### config.mk
export PLATFORM = sky130hd
export DESIGN_NAME = wt_cache_ctrl
export DESIGN_NICKNAME = d
export VERILOG_FILES = /design/src/rtl/wtc_pkg.sv /design/src/rtl/wtc_tag_store.sv /design/src/rtl/wtc_data_store.sv /design/src/rtl/wt_cache_ctrl.sv
export SDC_FILE = /design/constraint.sdc
export NUM_CORES = 2
export LEC_CHECK = 0
export BUFFER_PORTS_ARGS = -buffer_cell sky130_fd_sc_hd__buf_2
export CORE_ASPECT_RATIO = 1.2
export CORE_MARGIN = 5
export CORE_UTILIZATION = 55
export DETAILED_ROUTE_END_ITERATION = 6
export PLACE_DENSITY = 0.71
export SLEW_MARGIN = 0
export SYNTH_ARGS = -nofsm -noshare
export SYNTH_HDL_FRONTEND = slang
export SYNTH_SLANG_ARGS = --single-unit
### constraint.sdc
create_clock -name clk -period 7.25 [get_ports clk]
set_input_delay 0 -clock clk [delete_from_list [all_inputs] [get_ports clk]]
set_output_delay 0 -clock clk [all_outputs]
set_load 0.02 [all_outputs]
### src/rtl/wtc_pkg.sv
package wtc_pkg;
    typedef enum logic [1:0] {
        ST_COMPARE   = 2'd0,
        ST_REFILL    = 2'd1,
        ST_WRITE_MEM = 2'd2
    } wtc_state_t;
endpackage

### src/rtl/wtc_tag_store.sv
module wtc_tag_store #(
    parameter int IDX_W = 4,
    parameter int TAG_W = 24
) (
    input  logic             clk,
    input  logic             rst_n,
    input  logic [IDX_W-1:0] lk_idx,
    input  logic [TAG_W-1:0] lk_tag,
    output logic             lk_hit,
    input  logic             fill_en,
    input  logic [IDX_W-1:0] fill_idx,
    input  logic [TAG_W-1:0] fill_tag
);
    localparam int LINES = 1 << IDX_W;

    logic [LINES-1:0] line_ok;
    logic [TAG_W-1:0] tag_mem [LINES];

    // valid flags are the only reset state
    always_ff @(posedge clk) begin
        if (!rst_n) begin
            line_ok <= '0;
        end else if (fill_en) begin
            line_ok[fill_idx] <= 1'b1;
        end
    end

    always_ff @(posedge clk) begin
        if (fill_en) begin
            tag_mem[fill_idx] <= fill_tag;
        end
    end

    assign lk_hit = line_ok[lk_idx] && (tag_mem[lk_idx] == lk_tag);

    AST_FILL_THEN_HIT: assert property (@(posedge clk) disable iff (!rst_n)
        fill_en |=> (line_ok[$past(fill_idx)] && tag_mem[$past(fill_idx)] == $past(fill_tag)));
endmodule

### src/rtl/wtc_data_store.sv
module wtc_data_store #(
    parameter int IDX_W  = 4,
    parameter int BLK_W  = 2,
    parameter int DATA_W = 32
) (
    input  logic              clk,
    input  logic [IDX_W-1:0]  rd_idx,
    input  logic [BLK_W-1:0]  rd_off,
    output logic [DATA_W-1:0] rd_data,
    input  logic              wr_en,
    input  logic [IDX_W-1:0]  wr_idx,
    input  logic [BLK_W-1:0]  wr_off,
    input  logic [DATA_W-1:0] wr_data
);
    localparam int ENTRIES = 1 << (IDX_W + BLK_W);

    logic [DATA_W-1:0] words [ENTRIES];

    always_ff @(posedge clk) begin
        if (wr_en) begin
            words[{wr_idx, wr_off}] <= wr_data;
        end
    end

    assign rd_data = words[{rd_idx, rd_off}];
endmodule

### src/rtl/wt_cache_ctrl.sv
module wt_cache_ctrl
    import wtc_pkg::*;
#(
    parameter int ADDR_W = 32,
    parameter int DATA_W = 32,
    parameter int IDX_W  = 4,
    parameter int BLK_W  = 2,
    parameter int BYTE_W = 2
) (
    input  logic                     clk,
    input  logic                     rst_n,
    input  logic                     cpu_req,
    input  logic                     cpu_we,
    input  logic [ADDR_W-1:0]        cpu_addr,
    input  logic [DATA_W-1:0]        cpu_wdata,
    output logic [DATA_W-1:0]        cpu_rdata,
    output logic                     cpu_hit,
    output logic                     cpu_stall,
    output logic                     mem_req,
    output logic                     mem_we,
    output logic [ADDR_W-BYTE_W-1:0] mem_addr,
    output logic [DATA_W-1:0]        mem_wdata,
    input  logic [DATA_W-1:0]        mem_rdata,
    input  logic                     mem_ack
);
    localparam int TAG_W = ADDR_W - IDX_W - BLK_W - BYTE_W;
    localparam logic [BLK_W-1:0] LAST_OFF = '1;
    localparam logic [BLK_W-1:0] ONE_OFF  = BLK_W'(1);

    // address fields; byte offset deliberately unused
    logic [BLK_W-1:0] a_off;
    logic [IDX_W-1:0] a_idx;
    logic [TAG_W-1:0] a_tag;
    logic             byte_unused;
    assign a_off       = cpu_addr[BYTE_W +: BLK_W];
    assign a_idx       = cpu_addr[BYTE_W + BLK_W +: IDX_W];
    assign a_tag       = cpu_addr[ADDR_W-1 -: TAG_W];
    assign byte_unused = ^cpu_addr[BYTE_W-1:0];

    wtc_state_t        state, nxt;
    logic [TAG_W-1:0]  l_tag;
    logic [IDX_W-1:0]  l_idx;
    logic [BLK_W-1:0]  l_off;
    logic [DATA_W-1:0] l_data;
    logic [BLK_W-1:0]  word_cnt;
    logic              capture;

    logic              lk_hit, fill_en;
    logic              dwr_en;
    logic [IDX_W-1:0]  dwr_idx;
    logic [BLK_W-1:0]  dwr_off;
    logic [DATA_W-1:0] dwr_data;

    wtc_tag_store #(.IDX_W(IDX_W), .TAG_W(TAG_W)) u_tags (
        .clk      (clk),
        .rst_n    (rst_n),
        .lk_idx   (a_idx),
        .lk_tag   (a_tag),
        .lk_hit   (lk_hit),
        .fill_en  (fill_en),
        .fill_idx (l_idx),
        .fill_tag (l_tag)
    );

    wtc_data_store #(.IDX_W(IDX_W), .BLK_W(BLK_W), .DATA_W(DATA_W)) u_data (
        .clk     (clk),
        .rd_idx  (a_idx),
        .rd_off  (a_off),
        .rd_data (cpu_rdata),
        .wr_en   (dwr_en),
        .wr_idx  (dwr_idx),
        .wr_off  (dwr_off),
        .wr_data (dwr_data)
    );

    // state register
    always_ff @(posedge clk) begin
        if (!rst_n) begin
            state <= ST_COMPARE;
        end else begin
            state <= nxt;
        end
    end

    // request capture and refill word counter
    always_ff @(posedge clk) begin
        if (!rst_n) begin
            word_cnt <= '0;
            l_tag    <= '0;
            l_idx    <= '0;
            l_off    <= '0;
            l_data   <= '0;
        end else if (capture) begin
            word_cnt <= '0;
            l_tag    <= a_tag;
            l_idx    <= a_idx;
            l_off    <= a_off;
            l_data   <= cpu_wdata;
        end else if (state == ST_REFILL && mem_ack) begin
            word_cnt <= word_cnt + ONE_OFF;
        end
    end

    // outputs and next state
    always_comb begin
        nxt       = state;
        cpu_hit   = 1'b0;
        cpu_stall = 1'b0;
        mem_req   = 1'b0;
        mem_we    = 1'b0;
        mem_addr  = {l_tag, l_idx, l_off};
        mem_wdata = l_data;
        capture   = 1'b0;
        fill_en   = 1'b0;
        dwr_en    = 1'b0;
        dwr_idx   = a_idx;
        dwr_off   = a_off;
        dwr_data  = cpu_wdata;
        unique case (state)
            ST_COMPARE: begin
                if (cpu_req) begin
                    cpu_hit = lk_hit;
                    if (!lk_hit) begin
                        cpu_stall = 1'b1;
                        capture   = 1'b1;
                        nxt       = ST_REFILL;
                    end else if (cpu_we) begin
                        cpu_stall = 1'b1;
                        capture   = 1'b1;
                        dwr_en    = 1'b1;
                        nxt       = ST_WRITE_MEM;
                    end
                end
            end
            ST_REFILL: begin
                cpu_stall = 1'b1;
                mem_req   = 1'b1;
                mem_addr  = {l_tag, l_idx, word_cnt};
                dwr_idx   = l_idx;
                dwr_off   = word_cnt;
                dwr_data  = mem_rdata;
                if (mem_ack) begin
                    dwr_en = 1'b1;
                    if (word_cnt == LAST_OFF) begin
                        fill_en = 1'b1;
                        nxt     = ST_COMPARE;
                    end
                end
            end
            ST_WRITE_MEM: begin
                mem_req   = 1'b1;
                mem_we    = 1'b1;
                cpu_stall = !mem_ack;
                if (mem_ack) begin
                    nxt = ST_COMPARE;
                end
            end
            default: nxt = ST_COMPARE;
        endcase
    end

    AST_MEM_HOLD: assert property (@(posedge clk) disable iff (!rst_n)
        (mem_req && !mem_ack) |=> (mem_req && $stable(mem_addr) && $stable(mem_we)));
    AST_READ_DONE_HIT: assert property (@(posedge clk) disable iff (!rst_n)
        (cpu_req && !cpu_we && !cpu_stall) |-> (cpu_hit && !mem_req));
    AST_WRITE_DONE_ACK: assert property (@(posedge clk) disable iff (!rst_n)
        (cpu_req && cpu_we && !cpu_stall) |-> (mem_req && mem_we && mem_ack));
    AST_REFILL_ORDER: assert property (@(posedge clk) disable iff (!rst_n)
        (mem_req && !mem_we && mem_ack && mem_addr[BLK_W-1:0] != LAST_OFF)
        |=> (mem_req && !mem_we && mem_addr[BLK_W-1:0] == $past(mem_addr[BLK_W-1:0]) + ONE_OFF));
endmodule

Word level (Yosys, flattened, before mapping) --
Memories as Yosys holds them, arrays and structs flattened. Cells that the tools add are included.
Word-level totals: register bits 82, RAM bits 2432, input bits 101, output and inout port bits 98, logic and storage cells 67, memories 2
Memories:
- u_data.words | depth 64, width 32, rd ports 1, clocked after memory_dff 0, wr ports 1, RTL line wtc_data_store.sv:17 | logic [DATA_W-1:0] words [ENTRIES];
- u_tags.tag_mem | depth 16, width 24, rd ports 1, clocked after memory_dff 0, wr ports 1, RTL line wtc_tag_store.sv:17 | logic [TAG_W-1:0] tag_mem [LINES];
Operators by class: $add $sub $neg 1, magnitude comparators 3, eq/ne operators 9, mux-type cells 35, bitwise logic cells 2, reduce and logical (&&, ||, !) cells 8
Operator list (number):
- 2-to-1 mux 32 bit | 1
- equality test 24 bit | 1
- 2-to-1 mux 1 bit | 20
- 2-to-1 mux 2 bit | 8
- bitwise OR 16 bit | 1
- < comparator 4 x 5 -> 1 bit, second input constant | 2
- != test 2 bit, second input constant | 3
- one-hot mux 2 bit (3 select lines) | 1
- AND reduction 5 bit | 1
- binary-select mux 1 bit (select 4 bit) | 1
- demux 1 bit (select 4 bit) | 1
- equality test 2 bit, second input constant | 2
- >= comparator 4 x 1 -> 1 bit, second input constant | 1
- 2-to-1 mux 4 bit | 1
- OR reduction 2 bit | 2
- logical AND 1 bit | 3
- != test 3 bit, second input constant | 1
- one-hot mux 1 bit (3 select lines) | 1
- adder 2 x 1 -> 2 bit, second input constant | 1
- equality test 2 x 1 -> 1 bit, second input constant | 1
- zero test 2 bit | 1
- != test 2 x 1 -> 1 bit, second input constant | 1
- one-hot mux 1 bit (2 select lines) | 1
- zero test 1 bit | 1
- NOT 1 bit | 1

Depth between registers and ports, before layout --
word-level depth 8, depth in mapped cells 16, gate-level depth less buffers 9

By module --
From an unflattened synthesis, not the netlist that was laid out.
Second synthesis, totals: cell total of the unflattened synthesis 4409, area, all modules 96805.3 µm²
Modules (own cells, without submodules):
- wtc_data_store | instances 1, cells each 3292, area each 77874.7 µm², seq. area each 61499.0 µm²
- wtc_tag_store | instances 1, cells each 762, area each 15891.5 µm², seq. area each 11851.4 µm²
- wt_cache_ctrl | instances 1, cells each 355, area each 3039.2 µm², seq. area each 1321.3 µm²

Least setup slack after synthesis --
No wires, ideal clock.
path kind in2reg, start point input port cpu_addr[6], end point memory u_data.words[16][0], enable pin, setup time 0.461 ns, arrival time 5.236 ns, data required time 6.789 ns, slack 1.554 ns, stages 15, buffers on the path 6, cell sequence buf_4 > buf_4 > buf_4 > buf_6 > buf_2 > mux4_2 > mux2i_1 > xor2_1 > o21ai_1 > o41ai_1 > nand4_1 > nor3_2 > a31oi_1 > buf_2 > nor3_1
Between the ends: word-level cells in the longest chain between the ends 8, elaborated cells between the ends (all ways) 11, those cells by class eq/ne (1); mux (8); reduce/logical (1); memory (1)
Ends and longest elaborated chain:
- start, declared | RTL line wt_cache_ctrl.sv:14 | input logic [ADDR_W-1:0] cpu_addr,
- memory read (16 x 24 bit) or binary-select mux 1 bit (select 4 bit) (tied branches)
- equality test 24 bit or 2-to-1 mux 1 bit (tied branches) | RTL line wtc_tag_store.sv:34 | assign lk_hit = line_ok[lk_idx] && (tag_mem[lk_idx] == lk_tag);
- logical AND 1 bit | RTL line wtc_tag_store.sv:34
- 2-to-1 mux 1 bit | RTL line wt_cache_ctrl.sv:123 | if (!lk_hit) begin
- 2-to-1 mux 1 bit | RTL line wt_cache_ctrl.sv:121 | if (cpu_req) begin
- one-hot mux 1 bit (2 select lines) | RTL line wt_cache_ctrl.sv:119 | unique case (state)
- 2-to-1 mux 1 bit | RTL line wtc_data_store.sv:20 | if (wr_en) begin
- 2-to-1 mux 1 bit (not written as such) | RTL line wtc_data_store.sv:21 | words[{wr_idx, wr_off}] <= wr_data;
- end, declared | RTL line wtc_data_store.sv:17
Several ways; a longest one is shown, not always the timed one. The select of a mux whose other input is x is not followed.

Worst setup path after layout --
start point input port cpu_addr[6], end point memory u_data.words[12][16], enable pin
Same word-level chain as after synthesis.

==> results.toml <==
[outcome]
run_status = "completed"

[power_and_ir_drop]
p_leak_uw = 0.0352
p_int_uw = 24200
power_per_cell_area_nw_per_um2 = 285
power.share.clock = 0.372
switchingPower_uw = 7330
power_frac_seq = 0.538
p_comb_frac = 0.090
netSwitchingFraction = 0.233
ir_drop_v = 0.000225
finalPower_uw = 31500

[synth]
synthCells = 4200
postSynth.asyncResetShare = 0
seq_area_frac_synth = 0.771
synth-edff-count = 2432
synthAdderAreaFrac = 0.000646
synth_area_leader_cell = "edfxtp_1"
synth_area_leaders = "edfxtp_1, mux4_2, dfxtp_1"
ys.flop_type = "edfxtp_1"
ys_warn_count = 0
syn_nets = 4306
synth-simple-area-share = 0.0182
synth.area.mux_share = 0.183
synth_top_family_by_area = "multiplexers"
synth_top_area_frac = 0.755
synth_compound_area_frac = 0.0123
syn_area_um2 = 96800
syn_avg_cell_area_um2 = 23.0
ys_ff_latch = 2514
synthXorXnorAreaFrac = 0.00226
synthDistinctLibCells = 61

[run]
maxCapViolCount = 0

[sta]
finalMaxSlewViolations = 0
layout_setup_ws_ns = 1.91
rsz0062_at_grt = "false"
fin_crit_ns = 5.34
relSlewSlack = 0.111
fin_tns_setup_ns = 0
post-route-period-util = 0.736
tightest_slew_ns = 1.33
setup_violations = 0
clock.fmax_mhz = 187
finalClockSkew_ns = 0.0471
hold_viol = 0

[floorplanning]
ios = 199
die_area_um2 = 185000
rows = 168
initial_core_util = 0.553
core_um2 = 175000
die_h_um = 470
die_x_um = 393

[global_routing]
busiest_layer = "met2"
grt_util_all_layers = 0.254
globalRouteOverflowTotal = 0
use_met3 = 0.0484
grt_use_met1 = 0.353
antenna_found_initial = 10
grt_use_met2 = 0.415
grt_pass1_wl_um = 337000
grt_start_max_net_pins = 147
first_global_vias = 47700

[place]
dp_hpwl_um = 129000
gp_congestion = 0.807
place_inst = 6614
place_ws_ns = 1.65
io_buffers = 196

[routing]
postRouteAntennaNets = 0
wl_per_cell_um = 32.1
postRouteWirelength_um = 232000
drc = 0
detail_route.iter0.violations = 5358
vias = 46900
dr.pass1.iters = 6
post_drt_via_cell_ratio = 6.48

[worst_setup_path]
arrival_ns = 5.86
crit_fanout = 92
worst_ep_required_time_ns = 7.77
end_kind = "register"
critPathKind = "primary input to register"
critPathLaunchType = "primary input"

[clock_network]
clk_latency_ns = 0.87
cts_tree = "yes"
cts_resized = 0
numCtsBuffers = 226
root_buffer = "clkbuf_16"
h-tree-depth = 4
cts.sinks = 2514
cts.path.max_buffers = 3
path_clk_slew_ns = 0.06

[final_layout]
final_cell_mix = "edfxtp_1, mux4_2, clkbuf_16, dlygate4sd3_1, buf_2"
area_growth_pct = 14.4
layout.nets = 4846
drive_gt1_frac = 0.315
fin_cells = 7236
regArea_um2 = 74700
final_common_cell = "edfxtp_1"
fillerInstances = 11300
multi_input_area_um2 = 21500

[worst_hold_path]
min_path_type = "primary input to register"
## final timing paths
path                           to  slack [ns]  cells past startpoint                   from
max          u_data.words[12][16]        1.91                     14            cpu_addr[6]
max reg2reg  u_data.words[12][16]        2.20                     10  u_tags.tag_mem[5][11]
min reg2reg     u_tags.line_ok[6]        0.46                      1      u_tags.line_ok[6]
min           u_data.words[28][2]         0.1                      3           mem_rdata[2]
## synth_stat cells, types with 6 or more instances
master / number
nor3_1: 63
buf_6: 8
a211oi_1: 8
o21ai_0: 35
dfxtp_1: 82
nand2_1: 122
o21ai_1: 38
buf_1: 22
nor2_1: 37
and2_1: 7
o21a_1: 20
a21oi_1: 10
edfxtp_1: 2432
nand4_1: 9
inv_1: 13
nor2b_1: 19
buf_2: 45
mux4_2: 733
a31oi_1: 15
xnor2_1: 18
mux2_2: 39
nand3_1: 73
a22oi_1: 26
nor3b_1: 6
buf_4: 6
mux2i_1: 81
clkbuf_1: 155
xor2_1: 7
## worst max-delay path, stage by stage
cell and delay (ns):
dlygate4sd3_1 0.58, buf_8 0.67, buf_12 0.46, mux4_2 0.41, a22oi_1 0.29, a21oi_1 0.12
nor2_1 0.36, nand4_1 0.17, or4_1 0.48, nor3_2 0.46, a31oi_4 0.14, buf_4 0.33
nor2_4 0.71, buf_4 0.39
## state kept, by name (all words and copies together) (netlist names)
register,count
state,2
mem_wdata,32
l_idx,4
word_cnt,2
u_tags.line_ok,16
l_off,2
u_data.words,2048
u_tags.tag_mem,384
l_tag,24
## routing by layer
metal  routed length (µm)  part of all wire
met1                87100              0.37
met2               117000              0.50
met3                20500             0.088
met4                 7940             0.034
met5                   33           0.00014
## timing repair
action,CTS,global route
endpoints found under the hold margin,91,0
setup buffers,0,0
hold buffers,193,0
## cell families (layout without fill, tap and decap cells)
logic type	after synthesis	after routing
flip-flops	2514	2514
multiplexers	853	853
AND/OR/NAND/NOR	366	366
buffers and inverters	254	990
AO/OA/AOI/OAI	183	183
XOR/XNOR	25	25
adder cells (fa/ha/maj)	5	5
other	0	5
## area by class of cell
cell class / count / area share
Multi-Input combinational cell: 1432 / 0.194
Tap cell: 2295 / 0.0259
Clock inverter: 149 / 0.0126
Timing Repair Buffer: 553 / 0.0393
Inverter: 13 / 0.000463
Clock buffer: 275 / 0.0530
Sequential cell: 2514 / 0.675
Antenna cell: 5 / 0.000113
## stage by stage
stage	hold slack (ns)	util	cell area (µm²)
after global routing	0.0936	0.633	111000
after floorplan	0.126	-	96800
after global placement	0.253	0.580	101000
after CTS	0.0309	0.633	111000
final	0.0957	0.633	111000
after detailed placement	0.255	0.580	101000
## power groups by stage
| stage | logic [µW] | registers, µW | clock network (µW) |
|---|---|---|---|
| 2_1_floorplan | 1520 | 17300 | 0 |
| 3_3_place_gp | 2590 | 17300 | 0 |
| 3_5_place_dp | 2680 | 17300 | 0 |
| 4_1_cts | 2800 | 17000 | 11900 |
| 5_1_grt | 3010 | 17000 | 12500 |
| 6_report | 2840 | 17000 | 11700 |
No activity file was read; power rests on OpenSTA's default activity.
